### config.mk
export PLATFORM = sky130hd
export DESIGN_NAME = count_compare_timer
export DESIGN_NICKNAME = d
export VERILOG_FILES = /design/src/rtl/count_compare_timer.sv
export SDC_FILE = /design/constraint.sdc
export NUM_CORES = 1
export LEC_CHECK = 0
export ABC_AREA = 1
export BUFFER_PORTS_ARGS = -buffer_cell sky130_fd_sc_hd__buf_2
export CAP_MARGIN = 5
export CORE_MARGIN = 2
export CORE_UTILIZATION = 60
export DETAILED_ROUTE_END_ITERATION = 16
export PLACE_DENSITY = 0.8
export RECOVER_POWER = 100
export SLEW_MARGIN = 10
export SYNTH_ARGS = -nofsm -noshare
export SYNTH_HDL_FRONTEND = slang
export SYNTH_SLANG_ARGS = --single-unit
### constraint.sdc
create_clock -name clk -period 2.7 [get_ports clk]
set_input_delay 0.54 -clock clk [delete_from_list [all_inputs] [get_ports clk]]
set_output_delay 0.54 -clock clk [all_outputs]
set_load 0.02 [all_outputs]
### src/rtl/count_compare_timer.sv
module count_compare_timer #(
  parameter int W        = 32,
  parameter int REV_W    = 3,
  parameter int STAT_REV = 1
) (
  input  logic             clk,
  input  logic             rst_n,
  input  logic             tick_en,
  input  logic             cnt_wr,
  input  logic             cmp_wr,
  input  logic [W-1:0]     wr_data,
  input  logic             count_hold,
  input  logic [REV_W-1:0] arch_rev,
  output logic [W-1:0]     count_q,
  output logic             timer_irq,
  output logic             timer_stat
);

  localparam logic [REV_W-1:0] REV_SEL = REV_W'(STAT_REV);

  logic [W-1:0] cmp_q;
  logic [W-1:0] count_inc;
  logic         advance;
  logic         hit;
  logic         rev_ok;
  logic         stat_q;

  assign advance   = tick_en && !count_hold && !cnt_wr;
  assign count_inc = count_q + W'(1);
  assign hit       = advance && (count_inc == cmp_q);
  assign rev_ok    = (arch_rev == REV_SEL);

  always_ff @(posedge clk or negedge rst_n) begin
    if (!rst_n) begin
      count_q <= '0;
    end else if (cnt_wr) begin
      count_q <= wr_data;
    end else if (advance) begin
      count_q <= count_inc;
    end
  end

  always_ff @(posedge clk or negedge rst_n) begin
    if (!rst_n) begin
      cmp_q <= '0;
    end else if (cmp_wr) begin
      cmp_q <= wr_data;
    end
  end

  always_ff @(posedge clk or negedge rst_n) begin
    if (!rst_n) begin
      timer_irq <= 1'b0;
      stat_q    <= 1'b0;
    end else if (cmp_wr) begin
      timer_irq <= 1'b0;
      stat_q    <= 1'b0;
    end else if (hit) begin
      timer_irq <= 1'b1;
      stat_q    <= stat_q | rev_ok;
    end
  end

  assign timer_stat = stat_q && rev_ok;

  assert_step_R2: assert property (@(posedge clk) disable iff (!rst_n)
    (tick_en && !count_hold && !cnt_wr) |=> (count_q == $past(count_q) + W'(1)));

  assert_hold_R3: assert property (@(posedge clk) disable iff (!rst_n)
    (count_hold && !cnt_wr) |=> $stable(count_q));

  assert_load_R4: assert property (@(posedge clk) disable iff (!rst_n)
    cnt_wr |=> (count_q == $past(wr_data)));

  assert_rise_at_match_R5: assert property (@(posedge clk) disable iff (!rst_n)
    $rose(timer_irq) |-> (count_q == cmp_q));

  assert_irq_sticky_R6: assert property (@(posedge clk) disable iff (!rst_n)
    (timer_irq && !cmp_wr) |=> timer_irq);

  assert_cmp_clears_R7: assert property (@(posedge clk) disable iff (!rst_n)
    cmp_wr |=> !timer_irq);

  assert_stat_needs_irq_R8: assert property (@(posedge clk) disable iff (!rst_n)
    timer_stat |-> timer_irq);

endmodule

==> impl_metrics.csv, run 1 <==
group,metric,value,unit
sta,grt_setup_unrepaired,"false",
critical_path,critPathMaxFanout,33,
grt,antenna_found_initial,0,
route,ant_nets,0,
route,wire_per_inst,14.58,um
outcome,run_status,"finished with violations",
route,drt_iter0_drc,270,
sta,skew,11.38,ps
floorplanning,die_h,89.96,um
clocking,htreeDepth,3,
logic_synthesis,synth.most_common_cell,"nand2_1",
logic_synthesis,postSynthAreaPerCell,6.905,um^2
logic_synthesis,synth_edf_count,0,
sta,tightest_slew,1731,ps
route,drc_errors,0,
hold_path,worst_hold_path.num_cells,3,
hold_path,hp-class,"input port to flop",
route,vias_per_cell,5.414,
logic_synthesis,yosysWarningCount,0,
hold_path,min_to,"cmp_q[2]",
placed_design,place.detailed.instances,805,
grt,use_met2,51.45,%
logic_synthesis,async_flop_share,100.0,%
logic_synthesis,syn_nets,684,
critical_path,crit_path_end_kind,"flop",
finish,fill_cells,649,
floorplanning,die_w,89.96,um
critical_path,required,2930,ps
sta,setup_viol,0,
sta,slew_violations,62,
hold_path,hold_start,"wr_data[2]",
finish,antenna_cells,0,
clocking,path_clk_slew,90,ps
critical_path,cp_data_arrival_time,2590,ps
floorplanning,fp-row-count,31,
finish,area_growth,13.83,%
route,drt-total-wl,11.97,mm
logic_synthesis,synth_common_cells,"nand2_1 (228), inv_1 (82), nand3_1 (75)",
clocking,clk_latency,370,ps
grt,use_met3,6.706,%
floorplanning,core_area,0.007214,mm^2
placed_design,place_congestion,0.9137,
pwr,vdd_drop_max,0.3769,mV
logic_synthesis,yosys.cell_types.count,28,
grt,grt_overflow,0,
critical_path,setup.worst_path.start_class,"input port",
route,drt-pass1-iter-count,5,
sta,fin_crit_sh,87.57,%
logic_synthesis,synth_top_area_share,37.26,%
clocking,cts_tree,"built",
logic_synthesis,synth_top_area_cell,"dfrtp_1",
critical_path,path_class,"input port to flop",
logic_synthesis,synthFlopType,"dfrtp_1",
clocking,cts_buffer_depth,2,
sta,whs,381.7,ps
clocking,cts_buffers,9,
finish,nets,759,
outcome,failed_checks,"max-capacitance violations, max-slew violations",
grt,grt_max_degree,40,
finish,fin_cells,821,
clocking,cts_resized,0,
grt,grt_use_met1,40.64,%
critical_path,cpPeakStageDelay,1240,ps
run,cap_violations,2,
placed_design,portBuffers,74,
critical_path,worstReg2RegEnd,"timer_irq",
logic_synthesis,seq_area_frac_synth,37.26,%
pwr,p_leak,2.565,nW
logic_synthesis,synth_area,0.004433,mm^2
sta,fin_crit,2364,ps
logic_synthesis,synth_seq_cells,66,
critical_path,critical_path.slowest_cell,"clkbuf_1",
critical_path,path_cells,"buf_2 > clkbuf_1 > inv_1 > nand2_1 > buf_12 > inv_1 > nand2_1 > o211ai_1",
route,vias,4445,
sta,slew_headroom,-15.43,%
sta,tns,0,ps
clocking,clockRootBuffer,"clkbuf_8",
grt,grt_pass1_wl,20.00,mm
finish,drive_gt1_share,13.43,%
clocking,cts_setup_buffers,0,
critical_path,rrSetupSlack,360,ps
floorplanning,start_util,61.45,%
logic_synthesis,syn_inst,642,
critical_path,reg2reg_depth,13,
grt,gr-max-usage-layer,"met2",
sta,fmax,0.4229,GHz
grt,grt_pass1_vias,4234,
grt,grt_use_total,31.12,%
clocking,cts.sinks,66,
sta,hold_viol_final,0,
floorplanning,ioPinCount,75,
logic_synthesis,ys_top_cells_by_area,"dfrtp_1 (37%), nand2_1 (19%), nand3_1 (8.5%), inv_1 (6.9%), nor2_1 (4.3%)",
clocking,holdBufCountCts,0,
critical_path,r2r_start,"count_q[0]",
placed_design,dp_hpwl,9.035,mm
pwr,powerDensity,519.6,mW/mm^2
finish,final_core_util,69.94,%
floorplanning,dieArea,0.008092,mm^2
-- kinds of logic (layout without fill, tap and decap cells) --
| kind of cell | after synthesis | in the layout | share of synthesized area [%] |
|---|---|---|---|
| buffers and inverters | 102 | 182 | 8.975 |
| muxes | 5 | 5 | 1.270 |
| DFF | 66 | 66 | 37.26 |
| adders and majority gates | 1 | 1 | 0.2822 |
| AOI/OAI and AO/OA | 67 | 67 | 9.850 |
| xor gates and xnor gates | 8 | 8 | 2.822 |
| and+or+nand+nor | 393 | 393 | 39.54 |
-- final cells by class --
type	count	area, um^2	area share, %
clock buffer	9	123.9	2.455
clock inverter	7	58.81	1.165
inverter	86	322.8	6.397
multi-input combinational	474	2381	47.19
sequential	66	1652	32.73
tap	99	123.9	2.455
timing repair buffer	80	384.1	7.612
-- registers in the layout, indices dropped and copies added (netlist names) --
| name | count |
|---|---|
| cmp_q | 32 |
| count_q | 32 |
| timer_irq | 1 |
| stat_q | 1 |
-- stage by stage --
step | setup WS, ps | cell area, um^2 | total power, mW
floorplan | 699.8 | 4433 | 1.621
global placement | 430.1 | 4922 | 1.831
detailed placement | 438.9 | 4922 | 1.850
CTS | 414.2 | 5105 | 2.642
global route | 116.9 | 5046 | 2.765
finish | 335.6 | 5046 | 2.622
-- worst max path at each step --
stage | depth (start not counted) | to | startpoint
after floorplan | 15 | stat_q | count_q[1]
after global placement | 13 | stat_q | count_q[0]
after detailed placement | 13 | timer_irq | count_q[0]
after CTS | 13 | timer_irq | count_q[1]
after global routing | 13 | stat_q | count_q[0]
final | 8 | count_q[8] | cnt_wr
-- placed cells by master, fill, tap and decap left out, types with 5 or more instances in the layout --
cell	Yosys	layout
nand2_2	13	13
nand3_1	75	75
nand2_1	228	228
mux2_2	5	5
o21ai_0	30	30
nor2_1	51	52
inv_1	82	82
nor2_2	9	8
buf_2	0	38
dfrtp_1	66	66
o221ai_1	17	17
clkbuf_1	14	39
o211ai_1	14	14
clkbuf_8	0	9
-- critical path: cells and delay by family --
family | cells | cell delay, ps
buf+inv | 5 | 1730
simple gates | 2 | 230
compound gates | 1 | 80
-- where the power goes --
group	switching (mW)	internal, mW
Sequential	0.114	1.08
Clock	0.453	0.347
Combinational	0.406	0.219
Total	0.973	1.65
-- per-layer routing --
layer	routed length [um]	vias to the layer above
li1	-	2217
met1	5352	2051
met5	0	-
met3	792	18
met4	226	0
met2	5595	159
No activity file was read; power rests on OpenSTA's default activity.
==> run 2: changes to the inputs <==
CORE_ASPECT_RATIO = 0.5   (was unset)
==> impl_metrics.csv, run 2 (synthesis gave the netlist of run 1 again) <==
group,metric,value,unit
outcome,run_status,"finished with violations",
clocking,cts_tree,"built",
clocking,cts.sinks,66,
clocking,cts_setup_buffers,0,
critical_path,path_buf_inv,5,
route,drt-total-wl,12.23,mm
sta,setup_viol,0,
clocking,cts_buffers,9,
clocking,cts_resized,0,
pwr,sw_frac_of_total,32.51,%
grt,grt_pass1_wl,19.69,mm
critical_path,path_class,"input port to flop",
floorplanning,ioPinCount,75,
sta,hold_viol_final,0,
floorplanning,core_area,0.007239,mm^2
finish,antenna_cells,0,
placed_design,place_congestion,0.9316,
pwr,power,2.852,mW
grt,grt_pass1_vias,4134,
pwr,vdd_drop_max,0.3428,mV
grt,grt_use_total,31.51,%
clocking,clockRootBuffer,"clkbuf_16",
clocking,path_clk_slew,50,ps
critical_path,cpPeakStageDelay,660,ps
floorplanning,start_util,61.23,%
sta,tns,0,ps
critical_path,rrSetupSlack,430,ps
finish,final_core_util,70.45,%
finish,top_regs,"cmp_q (32), count_q (32)",
critical_path,crit_path_end_kind,"flop",
finish,area_growth,15.04,%
clocking,holdBufCountCts,0,
critical_path,critical_path.slowest_cell,"clkbuf_2",
clocking,clk_latency,340,ps
hold_path,hp-class,"input port to flop",
floorplanning,fp-row-count,22,
critical_path,r2r_start,"count_q[0]",
route,drt_iter0_drc,338,
sta,skew,5.295,ps
pwr,pwr-share-seq,42.0,%
critical_path,required,2910,ps
sta,tightest_slew,1572,ps
critical_path,startpoint,"cnt_wr",
route,vias_per_cell,5.552,
route,ant_nets,0,
route,drc_errors,0,
route,vias,4519,
sta,fmax,0.4339,GHz
critical_path,critPathMaxFanout,33,
critical_path,cp_top_family,"buffers and inverters",
pwr,pwr-share-clk,36.0,%
pwr,p_sw,0.9274,mW
sta,grt_setup_unrepaired,"false",
floorplanning,die_w,125.6,um
pwr,p_leak,2.602,nW
outcome,failed_checks,"max-capacitance violations, max-slew violations",
sta,whs,416.2,ps
floorplanning,die_h,64.78,um
sta,slew_headroom,-4.822,%
pwr,p_int,1.925,mW
finish,fill_cells,637,
clocking,cts_buffer_depth,2,
finish,drive_gt1_share,13.23,%
run,cap_violations,1,
sta,fin_crit,2305,ps
sta,fin_crit_sh,85.35,%
pwr,combPwrFrac,22.0,%
hold_path,hold_start,"wr_data[2]",
grt,antenna_found_initial,0,
sta,slew_violations,28,
finish,final_cell_mix,"nand2_1 (228), inv_1 (82), nand3_1 (75)",
critical_path,cp_data_arrival_time,2510,ps
route,wire_per_inst,15.02,um
grt,grt_overflow,0,
critical_path,path_cells,"clkbuf_1 > clkbuf_2 > inv_1 > nand2_1 > clkbuf_2 > inv_1 > nand2_1 > o211ai_1",
finish,final_common_cell,"nand2_1",
route,drt-pass1-iter-count,5,
grt,grt_max_degree,40,
placed_design,portBuffers,74,
floorplanning,dieArea,0.008134,mm^2
critical_path,setup.worst_path.start_class,"input port",
clocking,htreeDepth,3,
pwr,powerDensity,559.3,mW/mm^2
placed_design,dp_hpwl,9.068,mm
finish,nets,759,
[run 2: cell count changes in the layout (fill, tap and decap cells not counted)]
cell and change:
buf_12 -1, buf_2 -1, buf_4 +1, clkbuf_1 -1
clkbuf_16 +9, clkbuf_2 +3, clkbuf_8 -8, clkinv_2 +1
clkinv_4 -1, clkinvlp_4 -2, inv_6 -4, nor2_1 -1
nor2_2 +1
[run 2: cell type report]
class                   instances  area [um^2]  share of cell area, %
well taps                      96        120.1                  2.355
repair buffers                 80        374.1                  7.336
multi-input cells             474         2384                  46.74
clock inverters                 1        5.005                0.09814
inverters                      86        322.8                  6.330
clock buffers                  11        242.7                  4.760
flip-flops and latches         66         1652                  32.38
[run 2: through the flow]
stage / std cells / worst slack, ps / cell area (um^2)
2_1_floorplan: 642 / 699.8 / 4433
3_3_place_gp: 802 / 578.9 / 4918
3_5_place_dp: 802 / 508.0 / 4918
4_1_cts: 814 / 469.3 / 5166
5_1_grt: 814 / 197.0 / 5100
6_report: 814 / 395.4 / 5100
[run 2: worst min-delay path: cells and delay by family]
kind                   cells  cell delay [ps]
AO/OA/AOI/OAI              1               60
buffers and inverters      1               80
AND/OR/NAND/NOR            1               40
[run 2: power groups by stage]
stage | sequential [mW] | clock (mW) | combinational (mW)
after floorplan | 1.25 | 0 | 0.376
after global placement | 1.21 | 0 | 0.629
after detailed placement | 1.21 | 0 | 0.640
after CTS | 1.19 | 1.03 | 0.645
after global routing | 1.21 | 1.07 | 0.701
final | 1.20 | 1.03 | 0.627
[run 2: final timing paths]
check	to	depth (start not counted)
worst max-delay path	count_q[8]	8
worst min-delay path	cmp_q[2]	3
worst max register to register	stat_q	15
worst min register to register	cmp_q[12]	1
max in group asynchronous	count_q[30]	1
min in group asynchronous	cmp_q[0]	1
[run 2: per-layer routing]
| layer | vias to the layer above | part of all wire, % | global-route usage [%] |
|---|---|---|---|
| met5 | - | 0 | 0 |
| met4 | 0 | 1.5 | 7.917 |
| met3 | 26 | 8.4 | 7.927 |
| met2 | 200 | 44 | 49.86 |
| met1 | 2089 | 46 | 43.87 |
| li1 | 2204 | - | - |
==> run 3: changes to the inputs <==
CORE_UTILIZATION = 51   (was 60)
PLACE_DENSITY = 0.69   (was 0.8)
==> impl_metrics.csv, run 3 (synthesis gave the netlist of run 1 again) <==
group,metric,value,unit
outcome,run_status,"complete, no violations",
sta,slew_violations,0,
placed_design,place_area,0.004941,mm^2
critical_path,worstReg2RegEnd,"stat_q",
critical_path,crit_path_frequent_cell,"nand2_1",
clocking,cts_buffers,9,
finish,fill_cells,790,
pwr,p_sw,0.9470,mW
clocking,cts_tree,"built",
critical_path,reg2reg_depth,13,
clocking,clockRootBuffer,"clkbuf_16",
placed_design,dp_hpwl,9.341,mm
finish,nets,761,
route,drt_iter0_drc,359,
sta,hold_viol_final,0,
clocking,cts_buffer_depth,2,
critical_path,cpPeakStageDelay,440,ps
finish,final_cell_mix,"nand2_1 (228), inv_1 (82), nand3_1 (75)",
placed_design,place_congestion,0.9167,
hold_path,worst_hold_path.num_cells,3,
pwr,pwr-share-seq,38.8,%
floorplanning,core_area,0.008202,mm^2
critical_path,critical_path.slowest_cell,"dfrtp_1",
grt,use_met3,6.391,%
pwr,combPwrFrac,20.3,%
sta,skew,7.854,ps
pwr,pwr-share-clk,40.9,%
grt,grt_pass1_vias,4318,
finish,antenna_cells,0,
grt,grt_use_total,28.39,%
floorplanning,ioPinCount,75,
route,drt-pass1-iter-count,6,
grt,grt_pass1_wl,20.77,mm
clocking,clk_latency,330,ps
finish,area_growth,17.19,%
critical_path,startpoint,"count_q[0]",
finish,fin_area,0.005195,mm^2
route,ant_nets,0,
floorplanning,start_util,54.05,%
pwr,p_leak,2.630,nW
clocking,cts.sinks,66,
route,vias_per_cell,5.280,
sta,slew_headroom,6.681,%
floorplanning,die_w,135.9,um
route,drc_errors,0,
grt,grt_max_degree,45,
pwr,sw_frac_of_total,30.70,%
route,drt-total-wl,12.61,mm
finish,final_common_cell,"nand2_1",
clocking,htreeDepth,3,
placed_design,portBuffers,74,
route,vias,4414,
critical_path,cp_data_arrival_time,2660,ps
floorplanning,dieArea,0.009499,mm^2
grt,grt_use_met1,40.30,%
critical_path,setup.worst_path.start_class,"flop",
sta,tns,0,ps
clocking,holdBufCountCts,0,
hold_path,hold_start,"wr_data[2]",
hold_path,hp-class,"input port to flop",
sta,fin_crit,2417,ps
critical_path,rrSetupSlack,280,ps
critical_path,r2r_start,"count_q[0]",
clocking,cts_setup_buffers,0,
grt,gr-max-usage-layer,"met2",
run,cap_violations,0,
pwr,powerDensity,593.7,mW/mm^2
sta,grt_setup_unrepaired,"false",
grt,antenna_found_initial,0,
clocking,cts_resized,0,
finish,drive_gt1_share,13.12,%
hold_path,min_to,"cmp_q[2]",
finish,top_regs,"cmp_q (32), count_q (32)",
pwr,vdd_drop_max,0.3533,mV
floorplanning,die_h,69.93,um
critical_path,required,2940,ps
pwr,power,3.084,mW
sta,setup_viol,0,
sta,tightest_slew,1400,ps
critical_path,critPathMaxFanout,5,
sta,fin_crit_sh,89.53,%
sta,fmax,0.4137,GHz
critical_path,path_cells,"ha_1 > nand3_1 > nor2_1 > nand3_1 > nand2_1 > nand2_1 > nand2_1 > nand3_1 > nor2_1 > nand2_1 > nor2_2 > nand4_1 > a21oi_1",
critical_path,path_class,"flop to flop",
grt,grt_overflow,0,
grt,use_met2,43.94,%
clocking,path_clk_slew,60,ps
pwr,p_int,2.137,mW
floorplanning,fp-row-count,23,
route,wire_per_inst,15.09,um
critical_path,crit_path_end_kind,"flop",
[run 3: worst max-delay path, delay by kind of cell, from the launching register on]
family | cells | cell delay (ps)
DFF | 1 | 440
adders and majority gates | 1 | 230
AOI/OAI and AO/OA | 1 | 130
and+or+nand+nor | 11 | 1520
[run 3: per-stage QoR]
stage / cells / hold slack, ps / utilization, % / setup WS (ps)
3_3_place_gp: 820 / 522.5 / 60.24 / 434.2
4_1_cts: 836 / 214.7 / 64.07 / 332.2
5_1_grt: 836 / 440.4 / 63.34 / 84.29
6_report: 836 / 425.8 / 63.34 / 282.7
2_1_floorplan: 642 / 244.4 / - / 699.8
3_5_place_dp: 820 / 528.0 / 60.24 / 347.3
[run 3: layout make-up]
class	count	area (um^2)	share of cell area [%]
multi-input combinational	474	2384	45.88
clock buffer	14	254.0	4.889
sequential	66	1652	31.79
timing repair buffer	82	382.9	7.370
clock inverter	2	60.06	1.156
tap	112	140.1	2.697
inverter	86	322.8	6.214
[run 3: power by group through the flow]
stage | sequential [mW] | combinational, mW | clock (mW)
2_1_floorplan | 1.25 | 0.376 | 0
3_3_place_gp | 1.21 | 0.634 | 0
3_5_place_dp | 1.21 | 0.639 | 0
4_1_cts | 1.19 | 0.642 | 1.27
5_1_grt | 1.21 | 0.704 | 1.32
6_report | 1.20 | 0.627 | 1.26
[run 3: layer usage]
layer	vias to the layer above	wire (um)	part of all wire, %
li1	2219	-	-
met1	2021	6116	48
met2	149	5363	43
met3	25	928	7.4
met4	0	205	1.6
met5	-	0	0
[run 3: worst max-delay path by stage]
stage,endpoint,slack [ps]
global route,stat_q,80
detailed placement,stat_q,350
floorplan,stat_q,700
global placement,stat_q,430
finish,stat_q,280
CTS,stat_q,330
